`src/rtl/opaddr_pkg.sv`:
```
package opaddr_pkg;
    localparam int ADDR_W = 16;
    localparam int DATA_W = 8;

    typedef enum logic [2:0] {
        M_DIRECT = 3'd0,
        M_REG    = 3'd1,
        M_IND8   = 3'd2,
        M_INDSP  = 3'd3,
        M_IND16  = 3'd4,
        M_IMM    = 3'd5,
        M_IDX    = 3'd6,
        M_JMP    = 3'd7
    } mode_e;

    typedef enum logic [1:0] {
        SP_IRAM = 2'd0,
        SP_SFR  = 2'd1,
        SP_XDAT = 2'd2,
        SP_CODE = 2'd3
    } space_e;

    typedef enum logic [1:0] {
        S_IDLE  = 2'd0,
        S_ISSUE = 2'd1,
        S_FAULT = 2'd2
    } state_e;
endpackage

```
`src/rtl/opaddr_bank.sv`:
```
module opaddr_bank #(
    parameter int AW = 16,
    parameter int RW = 3,
    parameter int BW = 2
) (
    input  logic [BW-1:0] bank,
    input  logic [RW-1:0] reg_sel,
    output logic [AW-1:0] loc
);
    localparam int PAD = AW - BW - RW;

    // bank * 2^RW + register number, zero-extended
    assign loc = {{PAD{1'b0}}, bank, reg_sel};
endmodule

```
`src/rtl/opaddr_index.sv`:
```
module opaddr_index #(
    parameter int AW = 16,
    parameter int DW = 8
) (
    input  logic          use_pc,
    input  logic [AW-1:0] dptr,
    input  logic [AW-1:0] pc,
    input  logic [DW-1:0] acc,
    output logic [AW-1:0] sum
);
    localparam int PAD = AW - DW;
    logic [AW-1:0] base;

    assign base = use_pc ? pc : dptr;
    assign sum  = base + {{PAD{1'b0}}, acc};
endmodule

```
`src/rtl/opaddr_route.sv`:
```
module opaddr_route
    import opaddr_pkg::*;
#(
    parameter int AW = 16,
    parameter int DW = 8,
    parameter int RW = 3
) (
    input  mode_e         mode,
    input  logic [RW-1:0] reg_sel,
    input  logic          ext_sel,
    input  logic [DW-1:0] dir_addr,
    input  logic [DW-1:0] sp,
    input  logic [DW-1:0] ptr0,
    input  logic [DW-1:0] ptr1,
    input  logic [AW-1:0] dptr,
    input  logic [AW-1:0] pc,
    input  logic [AW-1:0] bank_loc,
    input  logic [AW-1:0] idx_sum,
    output logic [AW-1:0] addr,
    output space_e        space,
    output logic          jump,
    output logic          legal
);
    localparam int PAD = AW - DW;
    logic ptr_ok;

    assign ptr_ok = (reg_sel[RW-1:1] == '0);

    always_comb begin
        addr  = '0;
        space = SP_IRAM;
        jump  = 1'b0;
        legal = 1'b1;
        unique case (mode)
            M_DIRECT: begin
                addr  = {{PAD{1'b0}}, dir_addr};
                space = dir_addr[DW-1] ? SP_SFR : SP_IRAM;
                legal = !ext_sel;
            end
            M_REG: begin
                addr  = bank_loc;
                legal = !ext_sel;
            end
            M_IND8: begin
                addr  = {{PAD{1'b0}}, (reg_sel[0] ? ptr1 : ptr0)};
                space = ext_sel ? SP_XDAT : SP_IRAM;
                legal = ptr_ok;
            end
            M_INDSP: begin
                addr  = {{PAD{1'b0}}, sp};
                legal = !ext_sel;
            end
            M_IND16: begin
                addr  = dptr;
                space = SP_XDAT;
            end
            M_IMM: begin
                addr  = pc;
                space = SP_CODE;
            end
            M_IDX: begin
                addr  = idx_sum;
                space = SP_CODE;
                legal = ptr_ok;
            end
            M_JMP: begin
                addr  = idx_sum;
                space = SP_CODE;
                jump  = 1'b1;
                legal = ptr_ok;
            end
        endcase
    end
endmodule

```
`src/rtl/opaddr_gen.sv`:
```
module opaddr_gen
    import opaddr_pkg::*;
#(
    parameter int AW = ADDR_W,
    parameter int DW = DATA_W,
    parameter int RW = 3,
    parameter int BW = 2,
    parameter int MW = 3,
    parameter int SW = 2
) (
    input  logic          clk,
    input  logic          rst_n,
    input  logic          req,
    input  logic [MW-1:0] mode,
    input  logic [RW-1:0] reg_sel,
    input  logic          ext_sel,
    input  logic [DW-1:0] dir_addr,
    input  logic [BW-1:0] bank,
    input  logic [DW-1:0] acc,
    input  logic [DW-1:0] sp,
    input  logic [DW-1:0] ptr0,
    input  logic [DW-1:0] ptr1,
    input  logic [AW-1:0] dptr,
    input  logic [AW-1:0] pc,
    output logic          valid_o,
    output logic          err_o,
    output logic          jump_o,
    output logic [SW-1:0] space_o,
    output logic [AW-1:0] addr_o
);
    state_e        state, state_nx;
    logic [AW-1:0] bank_loc, idx_sum, addr_c, addr_q;
    space_e        space_c, space_q;
    logic          jump_c, jump_q, legal_c;
    mode_e         mode_c;

    assign mode_c = mode_e'(mode);

    opaddr_bank #(.AW(AW), .RW(RW), .BW(BW)) u_bank (
        .bank    (bank),
        .reg_sel (reg_sel),
        .loc     (bank_loc)
    );

    opaddr_index #(.AW(AW), .DW(DW)) u_index (
        .use_pc (reg_sel[0]),
        .dptr   (dptr),
        .pc     (pc),
        .acc    (acc),
        .sum    (idx_sum)
    );

    opaddr_route #(.AW(AW), .DW(DW), .RW(RW)) u_route (
        .mode     (mode_c),
        .reg_sel  (reg_sel),
        .ext_sel  (ext_sel),
        .dir_addr (dir_addr),
        .sp       (sp),
        .ptr0     (ptr0),
        .ptr1     (ptr1),
        .dptr     (dptr),
        .pc       (pc),
        .bank_loc (bank_loc),
        .idx_sum  (idx_sum),
        .addr     (addr_c),
        .space    (space_c),
        .jump     (jump_c),
        .legal    (legal_c)
    );

    // Next-state: every state reacts to the request on this edge alone
    always_comb begin
        state_nx = S_IDLE;
        unique case (state)
            S_IDLE, S_ISSUE, S_FAULT: begin
                if (req) state_nx = legal_c ? S_ISSUE : S_FAULT;
                else     state_nx = S_IDLE;
            end
            default: state_nx = S_IDLE;
        endcase
    end

    // State register
    always_ff @(posedge clk or negedge rst_n) begin
        if (!rst_n) state <= S_IDLE;
        else        state <= state_nx;
    end

    // Result capture for accepted requests
    always_ff @(posedge clk or negedge rst_n) begin
        if (!rst_n) begin
            addr_q  <= '0;
            space_q <= SP_IRAM;
            jump_q  <= 1'b0;
        end else if (req && legal_c) begin
            addr_q  <= addr_c;
            space_q <= space_c;
            jump_q  <= jump_c;
        end
    end

    // Outputs from state
    always_comb begin
        valid_o = 1'b0;
        err_o   = 1'b0;
        unique case (state)
            S_IDLE:  ;
            S_ISSUE: valid_o = 1'b1;
            S_FAULT: err_o   = 1'b1;
            default: ;
        endcase
        jump_o  = valid_o && jump_q;
        space_o = space_q;
        addr_o  = addr_q;
    end
endmodule

```
`config.mk`:
```
export PLATFORM = sky130hd
export DESIGN_NAME = opaddr_gen
export DESIGN_NICKNAME = d
export VERILOG_FILES = /design/src/rtl/opaddr_pkg.sv /design/src/rtl/opaddr_bank.sv /design/src/rtl/opaddr_index.sv /design/src/rtl/opaddr_route.sv /design/src/rtl/opaddr_gen.sv
export SDC_FILE = /design/constraint.sdc
export NUM_CORES = 1
export LEC_CHECK = 0
export BUFFER_PORTS_ARGS = -buffer_cell sky130_fd_sc_hd__buf_4
export CAP_MARGIN = 20
export CORE_UTILIZATION = 40
export CTS_CLUSTER_SIZE = 28
export DETAILED_ROUTE_END_ITERATION = 16
export GPL_TIMING_DRIVEN = 0
export PLACE_DENSITY = 0.8
export SETUP_SLACK_MARGIN = 0.1
export SLEW_MARGIN = 0
export SYNTH_ARGS = -nofsm -noshare
export SYNTH_HDL_FRONTEND = slang
export SYNTH_SLANG_ARGS = --single-unit
```
`constraint.sdc`:
```
create_clock -name clk -period 1.45 [get_ports clk]
set_input_delay 0 -clock clk [delete_from_list [all_inputs] [get_ports clk]]
set_output_delay 0 -clock clk [all_outputs]
set_load 0.03 [all_outputs]
```
==> results of run 1 <==
[worst reg2reg max path, cell delays in order (launching register included)]
cell     delay (ps)
dfrtp_1         400
a21oi_1         160
o31ai_2          80
[flip-flops by register name, indices dropped and copies added, names as in the netlist]
| signal | flops |
|---|---|
| space_o | 2 |
| addr_o | 16 |
| jump_q | 1 |
| state | 2 |
[per-layer routing]
layer / vias up / GRT usage / share of wire / wire [um]
met5: - / 0 / 0 / 0
met4: 0 / 0.134 / 0.037 / 301
met3: 28 / 0.0250 / 0.084 / 688
met2: 156 / 0.445 / 0.48 / 3900
met1: 1276 / 0.354 / 0.40 / 3250
li1: 1279 / - / - / -
[cell families (layout without fill, tap and decap cells)]
kind of cell / after synthesis / count (layout) / synth area share
compound gates: 105 / 105 / 0.295
xor+xnor: 12 / 12 / 0.0465
fa+ha+maj: 9 / 9 / 0.0532
buf+inv: 20 / 142 / 0.0476
flops: 21 / 21 / 0.233
mux: 35 / 35 / 0.161
simple gates: 74 / 74 / 0.164
[cell type report]
cell class / count / area, um2 / share of cell area
Multi-Input combinational cell: 235 / 1890 / 0.528
Tap cell: 70 / 87.6 / 0.0244
Clock buffer: 3 / 41.3 / 0.0115
Sequential cell: 21 / 526 / 0.147
Inverter: 3 / 11.3 / 0.00314
Timing Repair Buffer: 119 / 903 / 0.252
Buffer: 16 / 116 / 0.0325
Clock inverter: 1 / 5.00 / 0.00140
[power by group through the flow]
stage          Sequential, uW  Clock, uW  Combinational [uW]
3_3_place_gp              748          0                1240
2_1_floorplan             923          0                 579
6_report                  741        383                1470
4_1_cts                   740        385                1380
5_1_grt                   753        420                1570
3_5_place_dp              752          0                1260
[per-stage QoR]
| step | TNS (ps) | cells | worst slack (ps) | power (uW) |
|---|---|---|---|---|
| 2_1_floorplan | -7070 | 276 | -708 | 1500 |
| 3_3_place_gp | -10730 | 448 | -925 | 1980 |
| 3_5_place_dp | -11180 | 448 | -945 | 2010 |
| 4_1_cts | -5040 | 463 | -485 | 2500 |
| 5_1_grt | -6640 | 468 | -600 | 2750 |
| 6_report | -5410 | 468 | -504 | 2590 |
[repair_timing]
| action | 4_1_cts | 5_1_grt |
|---|---|---|
| cloned | 0 | 0 |
| setup endpoints to repair | 15 | 15 |
| pin swaps | 21 | 19 |
| hold endpoints to repair | 21 | 0 |
| gates resized for setup | 28 | 15 |
| hold buffers | 1 | 0 |
| setup buffers | 10 | 6 |
[cell usage in the layout, fill, tap and decap left out, drive strengths merged, types with 4 or more instances in the layout]
cell type,n
a21o,6
a21oi,31
a32oi,4
buf,129
clkbuf,8
dfrtp,21
ha,8
mux2,10
mux2i,25
nand2,22
nand2b,5
nand3,5
nor2,19
nor2b,6
nor3,9
o21ai,33
o31ai,6
xnor2,7
xor2,5
[worst paths after layout]
check	slack, ps	endpoint
max	-500	addr_o[11]$_DFFE_PN0P_
min	7	space_o[0]$_DFFE_PN0P_
max reg2reg	690	addr_o[13]$_DFFE_PN0P_
min reg2reg	480	state[0]$_DFF_PN0_
max in group asynchronous	1100	state[1]$_DFF_PN0_
min in group asynchronous	150	addr_o[6]$_DFFE_PN0P_
==> impl_metrics.toml, run 1 <==
[detailed_routing]
routed_via_density = 5.85
dr.pass1.iters = 5
drc = 0
wire_per_inst_um = 17.4
drtAntennaViolNets = 0
via_count = 2739
drt_iter0_drc = 214
wl_um = 8150

[worst_setup_path]
crit_arrival_ps = 2100
setup.worst_path.class = "in2reg"
worst_path_largest_cell_delay_ps = 320
crit_start = "reg_sel[0]"
endpoint_kind = "register"
cp_slowest_cell = "mux2_4"
rr_worst_depth = 2
crit_chain = "buf_12 -> buf_8 -> mux2_4 -> buf_4 -> ha_4 -> a21o_1 -> nand4_1 -> buf_4 -> a21oi_4 -> buf_6 -> o21ai_4 -> xnor2_2 -> o21ai_1"
cp-start-kind = "input pin"
critPathBufInv = 5
critical_path_required_ps = 1600
r2r-start = "addr_o[13]$_DFFE_PN0P_"
worst-path-max-fanout = 7
critPathTopFamily = "buffers and inverters"
path_depth = 13
worst_path_most_repeated_cell = "buf_4"

[timing]
clock_skew_ps = 3.97
setup_slack_ps = -504
whs_ps = 6.51
rsz0062_at_grt = "true"
relSlewSlack = 0.622
setup_viol = 14
finalMaxSlewViolations = 0
worst_pin_slew_ps = 567
fmax_ghz = 0.512
period_share = 1.35
fin_crit_ps = 1950
finalHoldViolations = 0

[global_route]
grt_pass1_wl_um = 12700
grt_max_degree = 22
grt_pass1_vias = 2574
grt_antenna_before_repair = 0
grt.total_usage = 0.271
gr-total-overflow = 0

[finish]
n_antenna_cell = 0
fin_nets = 492
syn_to_final_growth_pct = 58.6
fin_area_um2 = 3580
layout-drive-gt1-share = 0.462
utilization = 0.680
nFillCells = 439

[hold_path]
hold_path_class = "in2reg"
whs_path_depth = 2
min_from = "req"

[synth]
synth_common_cells = "a21oi_1 (31), mux2i_1 (25), dfrtp_1 (21), nand2_1 (21), nor2_1 (19)"
netlist.area_leader.share = 0.233
ys_seq_area_frac = 0.233
async_flop_share = 1.00
synthDistinctLibCells = 51
synth_ff_type = "dfrtp_1"
yosys_register_bits = 21
syn_nets = 369
synth-edff-count = 0
avgSynthCellArea_um2 = 8.18
synthTopCellsByArea = "dfrtp_1 (23%), mux2i_1 (11%), a21oi_1 (6.9%)"
yosysWarnings = 0
netlist_area_um2 = 2260
syn_inst = 276
post-synth-top-area-cell = "dfrtp_1"
synth.most_common_cell = "a21oi_1"

[floorplan]
rows = 26
die_h_um = 77.1
die_w_um = 77.1
die-area_um2 = 5950
io_pins = 105
start_util = 0.429
coreArea_um2 = 5270

[place]
numPortBuffers = 102
placed_cell_area_um2 = 3180
gp_congestion = 0.933
dp_hpwl_um = 6090

[job]
maxCapViolCount = 0

[clocking]
cts_buffers = 3
clk_latency_ps = 270
cts.reportedPaths.clkPinSlew_ps = 70
clk_path_buf_depth = 2
cts_tree = "done"
h-tree-depth = 1
cts_sinks = 21
cts_root_buffer = "clkbuf_8"

[power]
pwr-share-comb = 0.567
switching_share = 0.397
p_switching_uw = 1030
internal-power_uw = 1560
ir_worst_vdd_mv = 0.476
p_clk_frac = 0.148
seq_power_share = 0.285
p_leak_uw = 0.00166
p_per_area_nw_per_um2 = 724

[status]
violations = "negative setup slack"
status = "complete, but fails checks"
Note: power is estimated with default switching activity, not from simulation.
==> run 2: changes to the inputs <==
CELL_PAD_IN_SITES_DETAIL_PLACEMENT = 0   (was not set)
CELL_PAD_IN_SITES_GLOBAL_PLACEMENT = 1   (was not set)
CORE_UTILIZATION = 36   (was 40)
PLACE_DENSITY = 0.95   (was 0.8)
==> impl_metrics.toml, run 2 (same netlist as run 1, synthesis figures left out) <==
[power]
switching_share = 0.398
pwr-share-comb = 0.568
p_leak_uw = 0.00166
p_per_area_nw_per_um2 = 728
p_clk_frac = 0.145
seq_power_share = 0.287
p_switching_uw = 1030
internal-power_uw = 1560
ir_worst_vdd_mv = 0.545

[finish]
syn_to_final_growth_pct = 57.7
layout_common_cells = "buf_4 (118), a21oi_1 (25), mux2i_1 (25)"
nFillCells = 547
fin_nets = 492
n_antenna_cell = 0
fin_area_um2 = 3560
layout-drive-gt1-share = 0.457
final_common_cell = "buf_4"
largest_reg_flops = 16

[place]
post-place-ws_ps = -971
placed_cell_area_um2 = 3180
gp_congestion = 0.923
numPortBuffers = 102
dp_hpwl_um = 6320

[floorplan]
die_h_um = 81.2
start_util = 0.377
die-area_um2 = 6590
rows = 28
io_pins = 105
coreArea_um2 = 5990
die_w_um = 81.2

[worst_setup_path]
setup.worst_path.class = "in2reg"
crit_arrival_ps = 2140
rrSetupSlack_ps = 690
critical_path_required_ps = 1630
endpoint_kind = "register"
worst-path-max-fanout = 7
cp-start-kind = "input pin"

[detailed_routing]
dr.pass1.iters = 6
via_count = 2688
routed_via_density = 5.68
wire_per_inst_um = 17.8
drtAntennaViolNets = 0
drc = 0
drt_iter0_drc = 179
wl_um = 8420

[clocking]
cts_root_buffer = "clkbuf_8"
cts_tree = "done"
cts.reportedPaths.clkPinSlew_ps = 80
cts_sinks = 21
clk_latency_ps = 250
cts_buffers = 3
h-tree-depth = 1
clk_path_buf_depth = 2

[status]
violations = "negative setup slack"
status = "complete, but fails checks"

[global_route]
grt_pass1_vias = 2523
grt_antenna_before_repair = 0
gr-total-overflow = 0
grt_max_degree = 22
grt_pass1_wl_um = 12700
grt.total_usage = 0.254

[timing]
clock_skew_ps = 0.347
rsz0062_at_grt = "true"
finalHoldViolations = 0
period_share = 1.35
fin_crit_ps = 1960
fmax_ghz = 0.510
setup_slack_ps = -510
whs_ps = 17.9
worst_pin_slew_ps = 563
setup_viol = 14
tns_ps = -5090
finalMaxSlewViolations = 0
relSlewSlack = 0.624

[hold_path]
hold_path_class = "in2reg"

[job]
maxCapViolCount = 0
==> run 2: cell count changes in the layout (fill, tap and decap cells not counted), moves of 2 or more <==
cell / change
a21oi_2: -2
a21oi_4: +2
o21ai_1: +3
o21ai_4: -3
==> run 2: cell type report <==
| cell class | count | area (um2) | area share |
|---|---|---|---|
| multi-input cells | 235 | 1870 | 0.524 |
| repair buffers | 119 | 903 | 0.254 |
| flip-flops and latches | 21 | 526 | 0.148 |
| plain buffers | 16 | 116 | 0.0327 |
| well taps | 75 | 93.8 | 0.0263 |
| clock buffers | 3 | 41.3 | 0.0116 |
| inverters | 3 | 11.3 | 0.00316 |
| clock inverters | 1 | 5.00 | 0.00140 |
==> run 2: path summary, 6_finish.rpt <==
kind,startpoint,endpoint,cells after the start
max reg2reg,addr_o[13]$_DFFE_PN0P_,addr_o[13]$_DFFE_PN0P_,2
min,req,state[1]$_DFF_PN0_,3
min reg2reg,space_o[1]$_DFFE_PN0P_,space_o[1]$_DFFE_PN0P_,2
max,reg_sel[0],addr_o[6]$_DFFE_PN0P_,10
min in group asynchronous,rst_n,addr_o[6]$_DFFE_PN0P_,2
max in group asynchronous,rst_n,jump_q$_DFFE_PN0P_,2
==> run 2: stage by stage <==
step                       util  power, uW  std cells
final                     0.595       2590        473
after CTS                 0.580       2510        471
after global placement    0.531       2000        453
after detailed placement  0.531       2020        453
after global routing      0.595       2740        473
after floorplan               -       1500        276
==> run 2: critical path, cell delays in order <==
cell,delay (ps)
buf_12,100
buf_8,120
mux2_4,320
fa_2,390
a211o_1,330
a21oi_4,210
nand2b_4,160
mux2i_1,190
o21ai_1,100
o31ai_1,210
==> run 2: what timing repair did <==
| item | CTS | global route |
|---|---|---|
| hold buffers | 1 | 0 |
| pin swaps | 14 | 25 |
| setup buffers | 14 | 4 |
| setup endpoints to repair | 15 | 15 |
| hold endpoints to repair | 21 | 0 |
| gates resized for setup | 24 | 16 |
==> run 2: per-layer routing <==
layer / routed length (um) / track usage / part of all wire / up-vias
met5: 0 / 0 / 0 / -
met4: 121 / 0.0679 / 0.014 / 0
met3: 448 / 0.0169 / 0.053 / 10
met2: 4260 / 0.431 / 0.51 / 114
met1: 3590 / 0.345 / 0.43 / 1289
li1: - / - / - / 1275
==> run 2: power groups by stage <==
stage | logic, uW | registers (uW) | clock network, uW
after detailed placement | 1260 | 756 | 0
after CTS | 1390 | 746 | 378
after floorplan | 579 | 923 | 0
after global placement | 1250 | 750 | 0
after global routing | 1570 | 759 | 410
final | 1470 | 743 | 376
==> run 3: changes to the inputs <==
PLACE_DENSITY = not set   (was 0.95)
PLACE_DENSITY_LB_ADDON = 0.3   (was not set)
==> impl_metrics.toml, run 3 (same netlist as run 1, synthesis figures left out) <==
[timing]
finalHoldViolations = 0
whs_ps = 16.7
finalMaxSlewViolations = 0
period_share = 1.38
rsz0062_at_grt = "true"
fin_crit_ps = 2010
setup_slack_ps = -555
worst_pin_slew_ps = 507
setup_viol = 14
clock_skew_ps = 1.40
fmax_ghz = 0.499
relSlewSlack = 0.662

[worst_setup_path]
rrSetupSlack_ps = 730
setup.worst_path.class = "in2reg"
critical_path_required_ps = 1590
r2r-start = "space_o[0]$_DFFE_PN0P_"
rr_worst_depth = 2
crit_chain = "buf_12 -> buf_12 -> nand2_4 -> o21ai_2 -> ha_2 -> fa_2 -> a211o_1 -> a21oi_2 -> buf_4 -> o21ai_2 -> o211ai_1 -> xnor2_1 -> a21oi_1"
worst_path_largest_cell_delay_ps = 380
r2r_end = "space_o[0]$_DFFE_PN0P_"
cp-start-kind = "input pin"
endpoint_kind = "register"
worst-path-max-fanout = 7
crit_arrival_ps = 2140
cp_slowest_cell = "fa_2"

[global_route]
grt_pass1_vias = 2507
grt_max_degree = 22
gr-total-overflow = 0
grt_antenna_before_repair = 0
grt_pass1_wl_um = 12300
grt.total_usage = 0.245

[floorplan]
io_pins = 105
die_w_um = 81.2
die-area_um2 = 6590
rows = 28
start_util = 0.377
coreArea_um2 = 5990
die_h_um = 81.2

[finish]
n_antenna_cell = 0
largest_reg_flops = 16
syn_to_final_growth_pct = 58.7
final_common_cell = "buf_4"
utilization = 0.598
layout_common_cells = "buf_4 (115), mux2i_1 (25), a21oi_1 (24)"
fin_nets = 490
layout-drive-gt1-share = 0.470

[detailed_routing]
drt_iter0_drc = 113
drtAntennaViolNets = 0
dr.pass1.iters = 4
routed_via_density = 5.40
wl_um = 7990
drc = 0
via_count = 2543
wire_per_inst_um = 17.0

[power]
p_leak_uw = 0.00166
ir_worst_vdd_mv = 0.636
p_per_area_nw_per_um2 = 719

[hold_path]
whs_path_depth = 3
hold_path_class = "in2reg"
min_from = "req"
hold_path_end = "state[1]$_DFF_PN0_"

[clocking]
h-tree-depth = 1
clk_latency_ps = 250
cts_tree = "done"
clk_path_buf_depth = 2
cts_buffers = 3
cts_root_buffer = "clkbuf_8"
cts.reportedPaths.clkPinSlew_ps = 70
cts_sinks = 21

[place]
dp_hpwl_um = 6220
numPortBuffers = 102
gp_congestion = 0.868

[job]
maxCapViolCount = 0

[status]
violations = "negative setup slack"
status = "complete, but fails checks"
[run 3: cell types whose count changed in the layout (fill, tap and decap cells not counted), sizes merged]
| cell | before | now |
|---|---|---|
| buf | 129 | 127 |
[run 3: layout make-up]
type / count / area, um2
Sequential cell: 21 / 526
Multi-Input combinational cell: 235 / 1890
Fill cell: 559 / 2410
Clock inverter: 1 / 5.00
Clock buffer: 3 / 41.3
Inverter: 3 / 11.3
Tap cell: 75 / 93.8
Timing Repair Buffer: 117 / 892
Buffer: 16 / 121
[run 3: worst max-delay path by stage]
stage	slack [ps]	from	depth (start not counted)	endpoint
floorplan	-710	reg_sel[0]	11	addr_o[6]$_DFFE_PN0P_
global placement	-990	reg_sel[0]	11	addr_o[14]$_DFFE_PN0P_
detailed placement	-980	reg_sel[0]	11	addr_o[14]$_DFFE_PN0P_
CTS	-500	reg_sel[0]	11	addr_o[6]$_DFFE_PN0P_
global route	-590	reg_sel[0]	12	addr_o[6]$_DFFE_PN0P_
finish	-560	reg_sel[0]	13	addr_o[14]$_DFFE_PN0P_
[run 3: worst max-delay path, delay by kind of cell]
kind,cells,cell delay (ps)
fa+ha+maj,2,580
simple gates,1,50
buf+inv,3,370
compound gates,6,990
xor+xnor,1,160
[run 3: what timing repair did]
action,in CTS,in global routing
setup buffers,7,9
hold endpoints to repair,21,0
setup endpoints to repair,15,15
pin swaps,21,30
gates resized for setup,22,26
hold buffers,1,0
gates cloned,0,0
[run 3: where the power goes]
| part | internal, uW | switching, uW |
|---|---|---|
| Combinational | 686 | 780 |
| Clock | 191 | 178 |
| Sequential | 682 | 58.7 |
[run 3: per-stage QoR]
stage	instance area [um2]	setup TNS [ps]	power, uW	setup slack (ps)	std cells
final	3580	-5240	2570	-555	471
after global routing	3580	-6200	2730	-588	471
after floorplan	2320	-7070	1500	-708	276
after detailed placement	3180	-11310	2020	-984	453
after CTS	3420	-5450	2470	-498	465
after global placement	3180	-11230	2000	-988	453
[run 3: routing by layer]
metal  global-route usage  routed length [um]  part of all wire
met1                0.346                3730              0.47
met2                0.413                3900              0.49
met3               0.0135                 363             0.045
met4               0.0429                   0                 0
met5                    0                   0                 0
